## config.mk

```make
export PLATFORM = sky130hd
export DESIGN_NAME = packed_flag_alu
export DESIGN_NICKNAME = d
export VERILOG_FILES = /design/src/rtl/pfa_pkg.sv /design/src/rtl/pfa_addsub.sv /design/src/rtl/pfa_decadj.sv /design/src/rtl/pfa_wide.sv /design/src/rtl/packed_flag_alu.sv
export SDC_FILE = /design/constraint.sdc
export NUM_CORES = 1
export LEC_CHECK = 0
export ABC_AREA = 1
export BUFFER_PORTS_ARGS = -buffer_cell sky130_fd_sc_hd__buf_2
export CORE_ASPECT_RATIO = 1.2
export CORE_MARGIN = 3
export CORE_UTILIZATION = 64
export DETAILED_ROUTE_END_ITERATION = 6
export PLACE_DENSITY = 0.93
export SYNTH_ARGS = -nofsm -noshare
export SYNTH_HDL_FRONTEND = slang
export SYNTH_SLANG_ARGS = --single-unit
```

## constraint.sdc

```tcl
create_clock -name vclk -period 12.13
set_input_delay 1.213 -clock vclk [all_inputs]
set_output_delay 1.213 -clock vclk [all_outputs]
set_load 0.05 [all_outputs]
```

## src/rtl/pfa_pkg.sv

```systemverilog
package pfa_pkg;
    localparam int BYTE_W = 8;
    localparam int WORD_W = 2 * BYTE_W;
    localparam int NIB_W  = BYTE_W / 2;

    localparam int FZ = 7;
    localparam int FN = 6;
    localparam int FH = 5;
    localparam int FC = 4;

    typedef enum logic [4:0] {
        OP_ADD  = 5'd0,
        OP_ADC  = 5'd1,
        OP_SUB  = 5'd2,
        OP_SBC  = 5'd3,
        OP_AND  = 5'd4,
        OP_XOR  = 5'd5,
        OP_OR   = 5'd6,
        OP_CP   = 5'd7,
        OP_INC  = 5'd8,
        OP_DEC  = 5'd9,
        OP_DAA  = 5'd10,
        OP_CPL  = 5'd11,
        OP_SCF  = 5'd12,
        OP_CCF  = 5'd13,
        OP_ADDW = 5'd14,
        OP_SPOF = 5'd15
    } alu_op_e;

    function automatic logic is_zero8(input logic [BYTE_W-1:0] v);
        return (v == '0);
    endfunction
endpackage

```

## src/rtl/pfa_addsub.sv

```systemverilog
module pfa_addsub #(
    parameter int DATA_W = 8
) (
    input  logic [DATA_W-1:0] a,
    input  logic [DATA_W-1:0] b,
    input  logic              cin,
    input  logic              sub,
    output logic [DATA_W-1:0] sum,
    output logic              hc,
    output logic              cy
);
    localparam int NIB = DATA_W / 2;

    logic [DATA_W:0] full;
    logic [NIB:0]    low;

    always_comb begin
        if (sub) begin
            full = {1'b0, a} - {1'b0, b} - {{DATA_W{1'b0}}, cin};
            low  = {1'b0, a[NIB-1:0]} - {1'b0, b[NIB-1:0]} - {{NIB{1'b0}}, cin};
        end else begin
            full = {1'b0, a} + {1'b0, b} + {{DATA_W{1'b0}}, cin};
            low  = {1'b0, a[NIB-1:0]} + {1'b0, b[NIB-1:0]} + {{NIB{1'b0}}, cin};
        end
        sum = full[DATA_W-1:0];
        cy  = full[DATA_W];
        hc  = low[NIB];
    end
endmodule

```

## src/rtl/pfa_decadj.sv

```systemverilog
module pfa_decadj (
    input  logic [7:0] a,
    input  logic       nf,
    input  logic       hf,
    input  logic       cf,
    output logic [7:0] adj,
    output logic       cy
);
    localparam logic [9:0] LO_FIX = 10'h006;
    localparam logic [9:0] HI_FIX = 10'h060;
    localparam logic [9:0] HI_LIM = 10'h09F;
    localparam logic [3:0] NIB_LIM = 4'd9;

    logic [9:0] v;

    always_comb begin
        v = {2'b00, a};
        if (nf) begin
            if (hf) v = (v - LO_FIX) & 10'h0FF;
            if (cf) v = v - HI_FIX;
            cy = cf;
        end else begin
            if (hf || (a[3:0] > NIB_LIM)) v = v + LO_FIX;
            if (cf || (v > HI_LIM))       v = v + HI_FIX;
            cy = cf | v[8];
        end
        adj = v[7:0];
    end

    logic unused_top;
    assign unused_top = v[9];
endmodule

```

## src/rtl/pfa_wide.sv

```systemverilog
module pfa_wide #(
    parameter int DATA_W = 8
) (
    input  logic [2*DATA_W-1:0] a,
    input  logic [2*DATA_W-1:0] b,
    input  logic                offs_mode,
    output logic [2*DATA_W-1:0] sum,
    output logic                hc,
    output logic                cy
);
    localparam int WIDE = 2 * DATA_W;
    localparam int NIB  = DATA_W / 2;
    localparam int HBIT = WIDE - NIB;

    logic [WIDE-1:0] addend;
    logic [WIDE:0]   full;
    logic [HBIT:0]   upper_low;

    always_comb begin
        if (offs_mode) addend = {{DATA_W{b[DATA_W-1]}}, b[DATA_W-1:0]};
        else           addend = b;
        full      = {1'b0, a} + {1'b0, addend};
        upper_low = {1'b0, a[HBIT-1:0]} + {1'b0, addend[HBIT-1:0]};
        sum       = full[WIDE-1:0];
        if (offs_mode) begin
            hc = a[NIB] ^ addend[NIB] ^ full[NIB];
            cy = a[DATA_W] ^ addend[DATA_W] ^ full[DATA_W];
        end else begin
            hc = upper_low[HBIT];
            cy = full[WIDE];
        end
    end
endmodule

```

## src/rtl/packed_flag_alu.sv

```systemverilog
module packed_flag_alu
    import pfa_pkg::*;
(
    input  logic [4:0]        op,
    input  logic [WORD_W-1:0] opa,
    input  logic [WORD_W-1:0] opb,
    input  logic [7:0]        flags_i,
    output logic [WORD_W-1:0] res_o,
    output logic [7:0]        flags_o
);
    alu_op_e op_e;
    assign op_e = alu_op_e'(op);

    logic [BYTE_W-1:0] acc, src;
    assign acc = opa[BYTE_W-1:0];
    assign src = opb[BYTE_W-1:0];

    logic cin_z, cin_n, cin_h, cin_c;
    assign cin_z = flags_i[FZ];
    assign cin_n = flags_i[FN];
    assign cin_h = flags_i[FH];
    assign cin_c = flags_i[FC];

    // Main adder/subtractor: ADD, ADC, SUB, SBC, CP
    logic main_sub, main_cin;
    logic [BYTE_W-1:0] main_sum;
    logic main_h, main_c;
    assign main_sub = (op_e == OP_SUB) || (op_e == OP_SBC) || (op_e == OP_CP);
    assign main_cin = ((op_e == OP_ADC) || (op_e == OP_SBC)) ? cin_c : 1'b0;

    pfa_addsub #(.DATA_W(BYTE_W)) u_main (
        .a(acc), .b(src), .cin(main_cin), .sub(main_sub),
        .sum(main_sum), .hc(main_h), .cy(main_c)
    );

    // Step unit: INC, DEC
    logic [BYTE_W-1:0] step_sum;
    logic step_h, step_c;
    pfa_addsub #(.DATA_W(BYTE_W)) u_step (
        .a(acc), .b({{(BYTE_W-1){1'b0}}, 1'b1}), .cin(1'b0),
        .sub(op_e == OP_DEC),
        .sum(step_sum), .hc(step_h), .cy(step_c)
    );

    // Decimal adjust
    logic [BYTE_W-1:0] da_val;
    logic da_c;
    pfa_decadj u_da (
        .a(acc), .nf(cin_n), .hf(cin_h), .cf(cin_c),
        .adj(da_val), .cy(da_c)
    );

    // 16-bit pair add and stack offset add
    logic [WORD_W-1:0] w_sum;
    logic w_h, w_c;
    pfa_wide #(.DATA_W(BYTE_W)) u_wide (
        .a(opa), .b(opb), .offs_mode(op_e == OP_SPOF),
        .sum(w_sum), .hc(w_h), .cy(w_c)
    );

    logic [BYTE_W-1:0] r8;
    logic nz, nn, nh, nc;
    logic wide_sel;

    always_comb begin
        r8       = acc;
        wide_sel = 1'b0;
        nz = cin_z; nn = cin_n; nh = cin_h; nc = cin_c;
        unique case (op_e)
            OP_ADD, OP_ADC: begin
                r8 = main_sum;
                nz = is_zero8(main_sum); nn = 1'b0; nh = main_h; nc = main_c;
            end
            OP_SUB, OP_SBC: begin
                r8 = main_sum;
                nz = is_zero8(main_sum); nn = 1'b1; nh = main_h; nc = main_c;
            end
            OP_CP: begin
                r8 = acc;
                nz = is_zero8(main_sum); nn = 1'b1; nh = main_h; nc = main_c;
            end
            OP_AND: begin
                r8 = acc & src;
                nz = is_zero8(acc & src); nn = 1'b0; nh = 1'b1; nc = 1'b0;
            end
            OP_XOR: begin
                r8 = acc ^ src;
                nz = is_zero8(acc ^ src); nn = 1'b0; nh = 1'b0; nc = 1'b0;
            end
            OP_OR: begin
                r8 = acc | src;
                nz = is_zero8(acc | src); nn = 1'b0; nh = 1'b0; nc = 1'b0;
            end
            OP_INC: begin
                r8 = step_sum;
                nz = is_zero8(step_sum); nn = 1'b0; nh = step_h;
            end
            OP_DEC: begin
                r8 = step_sum;
                nz = is_zero8(step_sum); nn = 1'b1; nh = step_h;
            end
            OP_DAA: begin
                r8 = da_val;
                nz = is_zero8(da_val); nh = 1'b0; nc = da_c;
            end
            OP_CPL: begin
                r8 = ~acc;
                nn = 1'b1; nh = 1'b1;
            end
            OP_SCF: begin
                nn = 1'b0; nh = 1'b0; nc = 1'b1;
            end
            OP_CCF: begin
                nn = 1'b0; nh = 1'b0; nc = ~cin_c;
            end
            OP_ADDW: begin
                wide_sel = 1'b1;
                nn = 1'b0; nh = w_h; nc = w_c;
            end
            OP_SPOF: begin
                wide_sel = 1'b1;
                nz = 1'b0; nn = 1'b0; nh = w_h; nc = w_c;
            end
            default: begin
                wide_sel = 1'b1;
            end
        endcase
    end

    always_comb begin
        if (wide_sel) begin
            res_o = (op_e == OP_ADDW || op_e == OP_SPOF) ? w_sum : opa;
        end else begin
            res_o = {{BYTE_W{1'b0}}, r8};
        end
        flags_o = {nz, nn, nh, nc, 4'b0000};
    end

    logic unused_in;
    assign unused_in = ^{flags_i[3:0], step_c};
endmodule

```

==> results.sh, run 1 <==
export IMPL_cts_setup_buffers=0
export IMPL_p_leak_uw=0.00211
export IMPL_vias_per_cell=6.23
export IMPL_drtIter0Drc=445
export IMPL_setup_tns_final_ns=0
export IMPL_diodes=0
export IMPL_nClkBuffers=0
export IMPL_rsz0062_at_grt="no"
export IMPL_mostFrequentLayoutCells="nand2_1 (105), inv_1 (84), o21ai_0 (63)"
export IMPL_worstPathRequired_ns=10.92
export IMPL_wl_per_cell_um=16.9
export IMPL_critPathCaptureType="output port"
export IMPL_cts_hold_buf=0
export IMPL_port_buffers=61
export IMPL_synthDistinctLibCells=44
export IMPL_crit_slowest_cell="fa_1"
export IMPL_overflow=0
export IMPL_mostFrequentLayoutCell="nand2_1"
export IMPL_start_util=0.677
export IMPL_finalWirelength_um=12400
export IMPL_power_density_cell_area_mw_per_mm2=52.2
export IMPL_min_period_ns=6.90
export IMPL_peakVddDrop_v=0.0000341
export IMPL_grt_pass1_vias=4273
export IMPL_grt_pass1_wl_um=19900
export IMPL_grt_usage=0.377
export IMPL_antenna_left=0
export IMPL_dieArea_mm2=0.00667
export IMPL_status="finished, final reports clean"
export IMPL_setup_viol=0
export IMPL_design_seq_count=0
export IMPL_crit_family="simple AND/OR/NAND/NOR gates"
export IMPL_grt_max_degree=24
export IMPL_final_cells=737
export IMPL_synth_top_area_share=0.168
export IMPL_ys_top_cells_by_area="ha_1 (17%), nand2_1 (11%), o21ai_0 (8.6%), inv_1 (8.6%), a21oi_1 (6.6%)"
export IMPL_holdPathStages=4
export IMPL_hpwl_um=10200
export IMPL_remaining_drc_errors=0
export IMPL_worstSetupPathType="primary input to output port"
export IMPL_synthCells=629
export IMPL_slowest_delay_ns=0.56
export IMPL_final_seq_area_um2=0
export IMPL_worstPathArrival_ns=5.69
export IMPL_finalCritPeriodShare=0.569
export IMPL_n_fill_cell=498
export IMPL_firstDrtPassIters=5
export IMPL_ios=69
export IMPL_drive_gt1_frac=0.170
export IMPL_dp_cells=737
export IMPL_hold_viol=0
export IMPL_worstMarginPinSlew_ns=0.708
export IMPL_core_area_mm2=0.00541
export IMPL_synth_seq_area_share=0
export IMPL_syn_area_mm2=0.00366
export IMPL_via_count=4594
export IMPL_antenna_found_initial=0
export IMPL_die_height_um=88.8
export IMPL_hold_start="opa[10]"
export IMPL_critPathBufInv=8
export IMPL_hold_class="primary input to output port"
export IMPL_yosys_area_top_type="ha_1"
export IMPL_relSlewSlack=0.527
export IMPL_setup_worst_path_start="op[4]"
export IMPL_maxCapViolations=0
export IMPL_slew_violations=0
export IMPL_yosysWarnings=0
export IMPL_syn_avg_cell_area_um2=5.82
export IMPL_hold_ws_ns=2.90
export IMPL_path_max_fanout=7
export IMPL_cts_resized=0
export IMPL_nNetsFinal=777
export IMPL_start_kind="primary input"
export IMPL_dieWidth_um=75.0
export IMPL_crit_cells=27
export IMPL_multi_input_area_mm2=0.00317
export IMPL_areaGrowthSynthToFinish_pct=7.45
export IMPL_max_freq_ghz=0.145
export IMPL_gp_congestion=1.03
export IMPL_rows=29
[layout make-up]
cell class | count | share of cell area
timing repair buffer | 62 | 0.0795
multi-input combinational | 513 | 0.805
inverter | 100 | 0.0955
tap | 62 | 0.0197
[Yosys cell counts, types with 8 or more instances]
| cell | instances |
|---|---|
| a21oi_1 | 48 |
| buf_4 | 11 |
| ha_1 | 49 |
| inv_1 | 84 |
| inv_2 | 16 |
| nand2_1 | 105 |
| nand2_2 | 10 |
| nand3_1 | 34 |
| nand4_1 | 17 |
| nor2_1 | 53 |
| nor3_1 | 10 |
| o211ai_1 | 9 |
| o21ai_0 | 63 |
| o21ai_1 | 13 |
| o22ai_1 | 8 |
| xor2_1 | 19 |
[stage by stage]
stage / util / instance area [um2] / setup slack [ns] / power [uW]
6_report: 0.727 / 3930 / 5.23 / 205
5_1_grt: 0.727 / 3930 / 4.86 / 226
4_1_cts: 0.727 / 3930 / 5.29 / 201
3_5_place_dp: 0.727 / 3930 / 5.30 / 200
3_3_place_gp: 0.727 / 3930 / 5.40 / 195
2_1_floorplan: - / 3670 / 6.15 / 153
[power by group]
group / total (uW) / leakage, uW / internal, uW / switching (uW)
registers: 0 / 0 / 0 / 0
clock network: 0 / 0 / 0 / 0
logic: 205 / 0.00211 / 63.6 / 142
[path summary, 6_finish.rpt]
path                    endpoint  slack [ns]
worst max-delay path  flags_o[7]        5.23
worst min-delay path   res_o[10]        2.90
[cells by family after synthesis]
family	count (synthesis)	synth area share
simple gates	260	0.336
compound gates	170	0.267
buf+inv	119	0.138
fa+ha+maj	55	0.200
xor+xnor	24	0.0574
other cells	1	0.00102
[metal layers]
metal  GRT usage  part of all wire  vias up
met2       0.651              0.48      243
met1       0.456              0.40     2072
li1            -                 -     2224
met3      0.0511             0.075       55
met4       0.167             0.044        0
met5           0                 0        -
(Power assumes the default switching activity.)
==> run 2, diff against run 1 <==
CORE_UTILIZATION = 54   (was 64)
PLACE_DENSITY = 0.84   (was 0.93)
clock period = 6.01 ns   (was 12.13 ns; I/O delays follow)
==> run 2 against run 1 <==
Final area is 1.1% higher; worst hold slack worse by 1.2 ns; die area is 17% higher; final cell count is 3.4% higher; sequential share of layout area stayed put; critical endpoint is now res_o[6]; highest routed layer unchanged; largest cell class unchanged; global-route usage is 6.1 points lower; critical path depth is 1 higher; total power is 100% higher; critical path type unchanged; routed wire length is 0.21% higher; first-iteration DRC count is 31% lower; flip-flop and latch count stayed put.
==> results.sh, run 2 (synthesized netlist as in run 1, its figures left out) <==
export IMPL_status="finished, final reports clean"
export IMPL_worstPathRequired_ns=5.41
export IMPL_wl_per_cell_um=16.3
export IMPL_mostFrequentLayoutCells="nand2_1 (105), inv_1 (84), o21ai_0 (63)"
export IMPL_dieArea_mm2=0.00781
export IMPL_maxCapViolations=0
export IMPL_grt_pass1_wl_um=19700
export IMPL_slew_violations=0
export IMPL_start_util=0.564
export IMPL_cts_setup_buffers=0
export IMPL_power_share_combinational=1.000
export IMPL_worstPathArrival_ns=4.64
export IMPL_via_count=4577
export IMPL_overflow=0
export IMPL_design_seq_count=0
export IMPL_hold_class="primary input to output port"
export IMPL_ios=69
export IMPL_max_freq_ghz=0.191
export IMPL_hold_start="opa[14]"
export IMPL_cts_resized=0
export IMPL_n_fill_cell=681
export IMPL_clockPowerShare=0
export IMPL_relSlewSlack=0.527
export IMPL_finalCritPeriodShare=0.873
export IMPL_areaGrowthSynthToFinish_pct=8.65
export IMPL_hpwl_um=10400
export IMPL_antenna_found_initial=0
export IMPL_remaining_drc_errors=0
export IMPL_nClkBuffers=0
export IMPL_worstMarginPinSlew_ns=0.709
export IMPL_grt_pass1_vias=4170
export IMPL_power_density_cell_area_mw_per_mm2=104
export IMPL_final_seq_area_um2=0
export IMPL_p_sw_frac=0.689
export IMPL_firstDrtPassIters=7
export IMPL_p_int_uw=129
export IMPL_vias_per_cell=6.01
export IMPL_nNetsFinal=779
export IMPL_peakVddDrop_v=0.0000602
export IMPL_rsz0062_at_grt="no"
export IMPL_min_period_ns=5.24
export IMPL_port_buffers=61
export IMPL_drive_gt1_frac=0.173
export IMPL_seqPwrFrac=0
export IMPL_mostFrequentLayoutCell="nand2_1"
export IMPL_p_sw_uw=285
export IMPL_antenna_left=0
export IMPL_hold_viol=0
export IMPL_cts_hold_buf=0
export IMPL_path_max_fanout=7
export IMPL_grt_usage=0.316
export IMPL_dpl_cell_area_mm2=0.00398
export IMPL_die_height_um=96.2
export IMPL_gp_congestion=1.00
export IMPL_setup_worst_path_start="op[4]"
export IMPL_dieWidth_um=81.2
export IMPL_critPathCaptureType="output port"
export IMPL_setup_viol=0
export IMPL_design_area_mm2=0.00398
export IMPL_rows=32
export IMPL_worstSetupPathType="primary input to output port"
export IMPL_p_leak_uw=0.00212
export IMPL_finalWirelength_um=12500
export IMPL_diodes=0
export IMPL_core_area_mm2=0.00649
export IMPL_grt_max_degree=24
export IMPL_setup_tns_final_ns=0
export IMPL_drtIter0Drc=305
export IMPL_start_kind="primary input"
## run 2: cell type report
class / count / area [um2] / share of cell area
inverter: 100 / 375 / 0.0944
timing repair buffer: 64 / 328 / 0.0824
multi-input combinational: 513 / 3170 / 0.796
tap: 85 / 106 / 0.0267
## run 2: layer usage
| metal | global-route usage | vias to the layer above | wire [um] |
|---|---|---|---|
| li1 | - | 2233 | - |
| met1 | 0.385 | 2094 | 5010 |
| met2 | 0.584 | 205 | 6190 |
| met3 | 0.0140 | 45 | 728 |
| met4 | 0.107 | 0 | 521 |
| met5 | 0 | - | 0 |
## run 2: worst paths after layout
| kind | end | slack, ns | cells past startpoint |
|---|---|---|---|
| setup / recovery | res_o[6] | 0.77 | 28 |
| hold / removal | res_o[14] | 1.68 | 4 |
## run 2: critical path: stages
cell     delay [ns]
buf_2          0.14
inv_2          0.07
nand2_2        0.08
nor2_1         0.09
buf_4          0.17
inv_1          0.11
nor3_1         0.27
inv_1          0.10
fa_1           0.55
inv_1          0.07
ha_1           0.18
nor2_1         0.16
inv_1          0.09
fa_1           0.39
nor2_1         0.14
o21ai_1        0.13
nand2_1        0.11
nand2_1        0.05
nand2_1        0.08
nand2_1        0.05
nand2_1        0.06
nand3_1        0.13
a21oi_1        0.24
nor3_1         0.08
o21ai_1        0.08
nand2_1        0.07
nand2_1        0.06
buf_2          0.26
## run 2: metrics by stage
step	power (uW)	worst slack, ns	hold WS, ns	cells	util
2_1_floorplan	308	1.26	1.50	632	-
3_3_place_gp	395	1.01	1.67	762	0.613
3_5_place_dp	405	0.877	1.68	762	0.613
4_1_cts	407	0.847	1.68	762	0.613
5_1_grt	457	0.379	1.70	762	0.613
6_report	414	0.765	1.68	762	0.613
## run 2: power by group through the flow
stage	Sequential (uW)	Combinational, uW	Clock (uW)
2_1_floorplan	0	308	0
3_3_place_gp	0	395	0
3_5_place_dp	0	405	0
4_1_cts	0	407	0
5_1_grt	0	457	0
6_report	0	414	0
==> run 3, diff against run 2 <==
RECOVER_POWER = 50   (was unset)
==> run 3 against run 2 <==
Worst setup slack got worse by 0.0083 ns; sequential share of layout area did not move; non-clock buffer count did not move; critical path depth did not move; global-route usage did not move; die area did not move; maximum frequency fell by 0.16%; critical path type unchanged.
==> results.sh, run 3 (synthesized netlist as in run 1, its figures left out) <==
export IMPL_port_buffers=61
export IMPL_drtIter0Drc=327
export IMPL_mostFrequentLayoutCell="nand2_1"
export IMPL_design_seq_count=0
export IMPL_grt_pass1_vias=4170
export IMPL_worst_slack_ns=0.757
export IMPL_status="finished, final reports clean"
export IMPL_worstMarginPinSlew_ns=0.803
export IMPL_pre_cts_ws_ns=0.877
export IMPL_hold_viol=0
export IMPL_rows=32
export IMPL_worstSetupPathType="primary input to output port"
export IMPL_power_density_cell_area_mw_per_mm2=104
export IMPL_gp_congestion=1.00
export IMPL_nClkBuffers=0
export IMPL_peakVddDrop_v=0.0000600
export IMPL_worstPathArrival_ns=4.65
export IMPL_antenna_left=0
export IMPL_areaGrowthSynthToFinish_pct=8.14
export IMPL_start_kind="primary input"
export IMPL_finalCritPeriodShare=0.874
export IMPL_dp_cells=762
export IMPL_critPathCaptureType="output port"
export IMPL_p_leak_uw=0.00209
export IMPL_design_area_mm2=0.00396
export IMPL_remaining_drc_errors=0
export IMPL_setup_viol=0
export IMPL_path_max_fanout=7
export IMPL_hold_class="primary input to output port"
export IMPL_relSlewSlack=0.463
export IMPL_dieArea_mm2=0.00781
export IMPL_nNetsFinal=779
export IMPL_dpl_cell_area_mm2=0.00398
export IMPL_cts_hold_buf=0
export IMPL_ios=69
export IMPL_rsz0062_at_grt="no"
export IMPL_grt_usage=0.316
export IMPL_finalWirelength_um=12500
export IMPL_power_uw=413
export IMPL_antenna_found_initial=0
export IMPL_mostFrequentLayoutCells="nand2_1 (105), inv_1 (84), o21ai_0 (63)"
export IMPL_start_util=0.564
export IMPL_final_cells=762
export IMPL_final_seq_area_um2=0
export IMPL_diodes=0
export IMPL_firstDrtPassIters=6
export IMPL_wl_per_cell_um=16.4
export IMPL_cts_setup_buffers=0
export IMPL_grt_pass1_wl_um=19700
export IMPL_via_count=4620
export IMPL_vias_per_cell=6.06
export IMPL_hpwl_um=10400
export IMPL_max_freq_ghz=0.190
export IMPL_worstPathRequired_ns=5.41
export IMPL_die_height_um=96.2
export IMPL_dieWidth_um=81.2
export IMPL_cts_resized=0
export IMPL_core_area_mm2=0.00649
export IMPL_overflow=0
export IMPL_grt_max_degree=24
export IMPL_maxCapViolations=0
export IMPL_min_period_ns=5.25
export IMPL_slew_violations=0
export IMPL_setup_tns_final_ns=0
export IMPL_drive_gt1_frac=0.158
## run 3: cell count changes in the layout (fill, tap and decap cells not counted), sizes merged
cell / before / now
buf: 64 / 55
clkbuf: 0 / 9
## run 3: path summary, 6_finish.rpt
path | to | cells past startpoint | from | slack (ns)
min | flags_o[7] | 5 | flags_i[7] | 1.71
max | res_o[6] | 28 | op[4] | 0.76
## run 3: critical path: stages
cell     delay, ns
buf_2         0.14
inv_2         0.07
nand2_2       0.08
nor2_1        0.09
buf_4         0.16
inv_1         0.11
nor3_1        0.27
inv_1         0.11
fa_1          0.55
inv_1         0.07
ha_1          0.18
nor2_1        0.16
inv_1         0.09
fa_1          0.39
nor2_1        0.14
o21ai_1       0.13
nand2_1       0.11
nand2_1       0.05
nand2_1       0.08
nand2_1       0.05
nand2_1       0.06
nand3_1       0.12
a21oi_1       0.25
nor3_1        0.08
o21ai_1       0.08
nand2_1       0.07
nand2_1       0.06
buf_2         0.26
## run 3: layout make-up
type                       instances  area [um2]
timing repair buffer              64         317
multi-input combinational        513        3160
tap                               85         106
fill                             691        2530
inverter                         100         375
## run 3: per-stage QoR
step / hold WS (ns) / util
after floorplan: 1.50 / -
after global placement: 1.67 / 0.613
after detailed placement: 1.68 / 0.613
after CTS: 1.68 / 0.613
after global routing: 1.74 / 0.610
final: 1.71 / 0.610
## run 3: per-layer routing
layer  global-route usage  up-vias  wire length (um)
met5                    0        -                 0
met4                0.107        0               474
met3               0.0140       40               866
met2                0.584      227              6240
met1                0.385     2125              4940
li1                     -     2228                 -
## run 3: power by group
| part | switching (uW) | internal [uW] |
|---|---|---|
| Sequential | 0 | 0 |
| Clock | 0 | 0 |
| Combinational | 285 | 127 |
| Total | 285 | 127 |
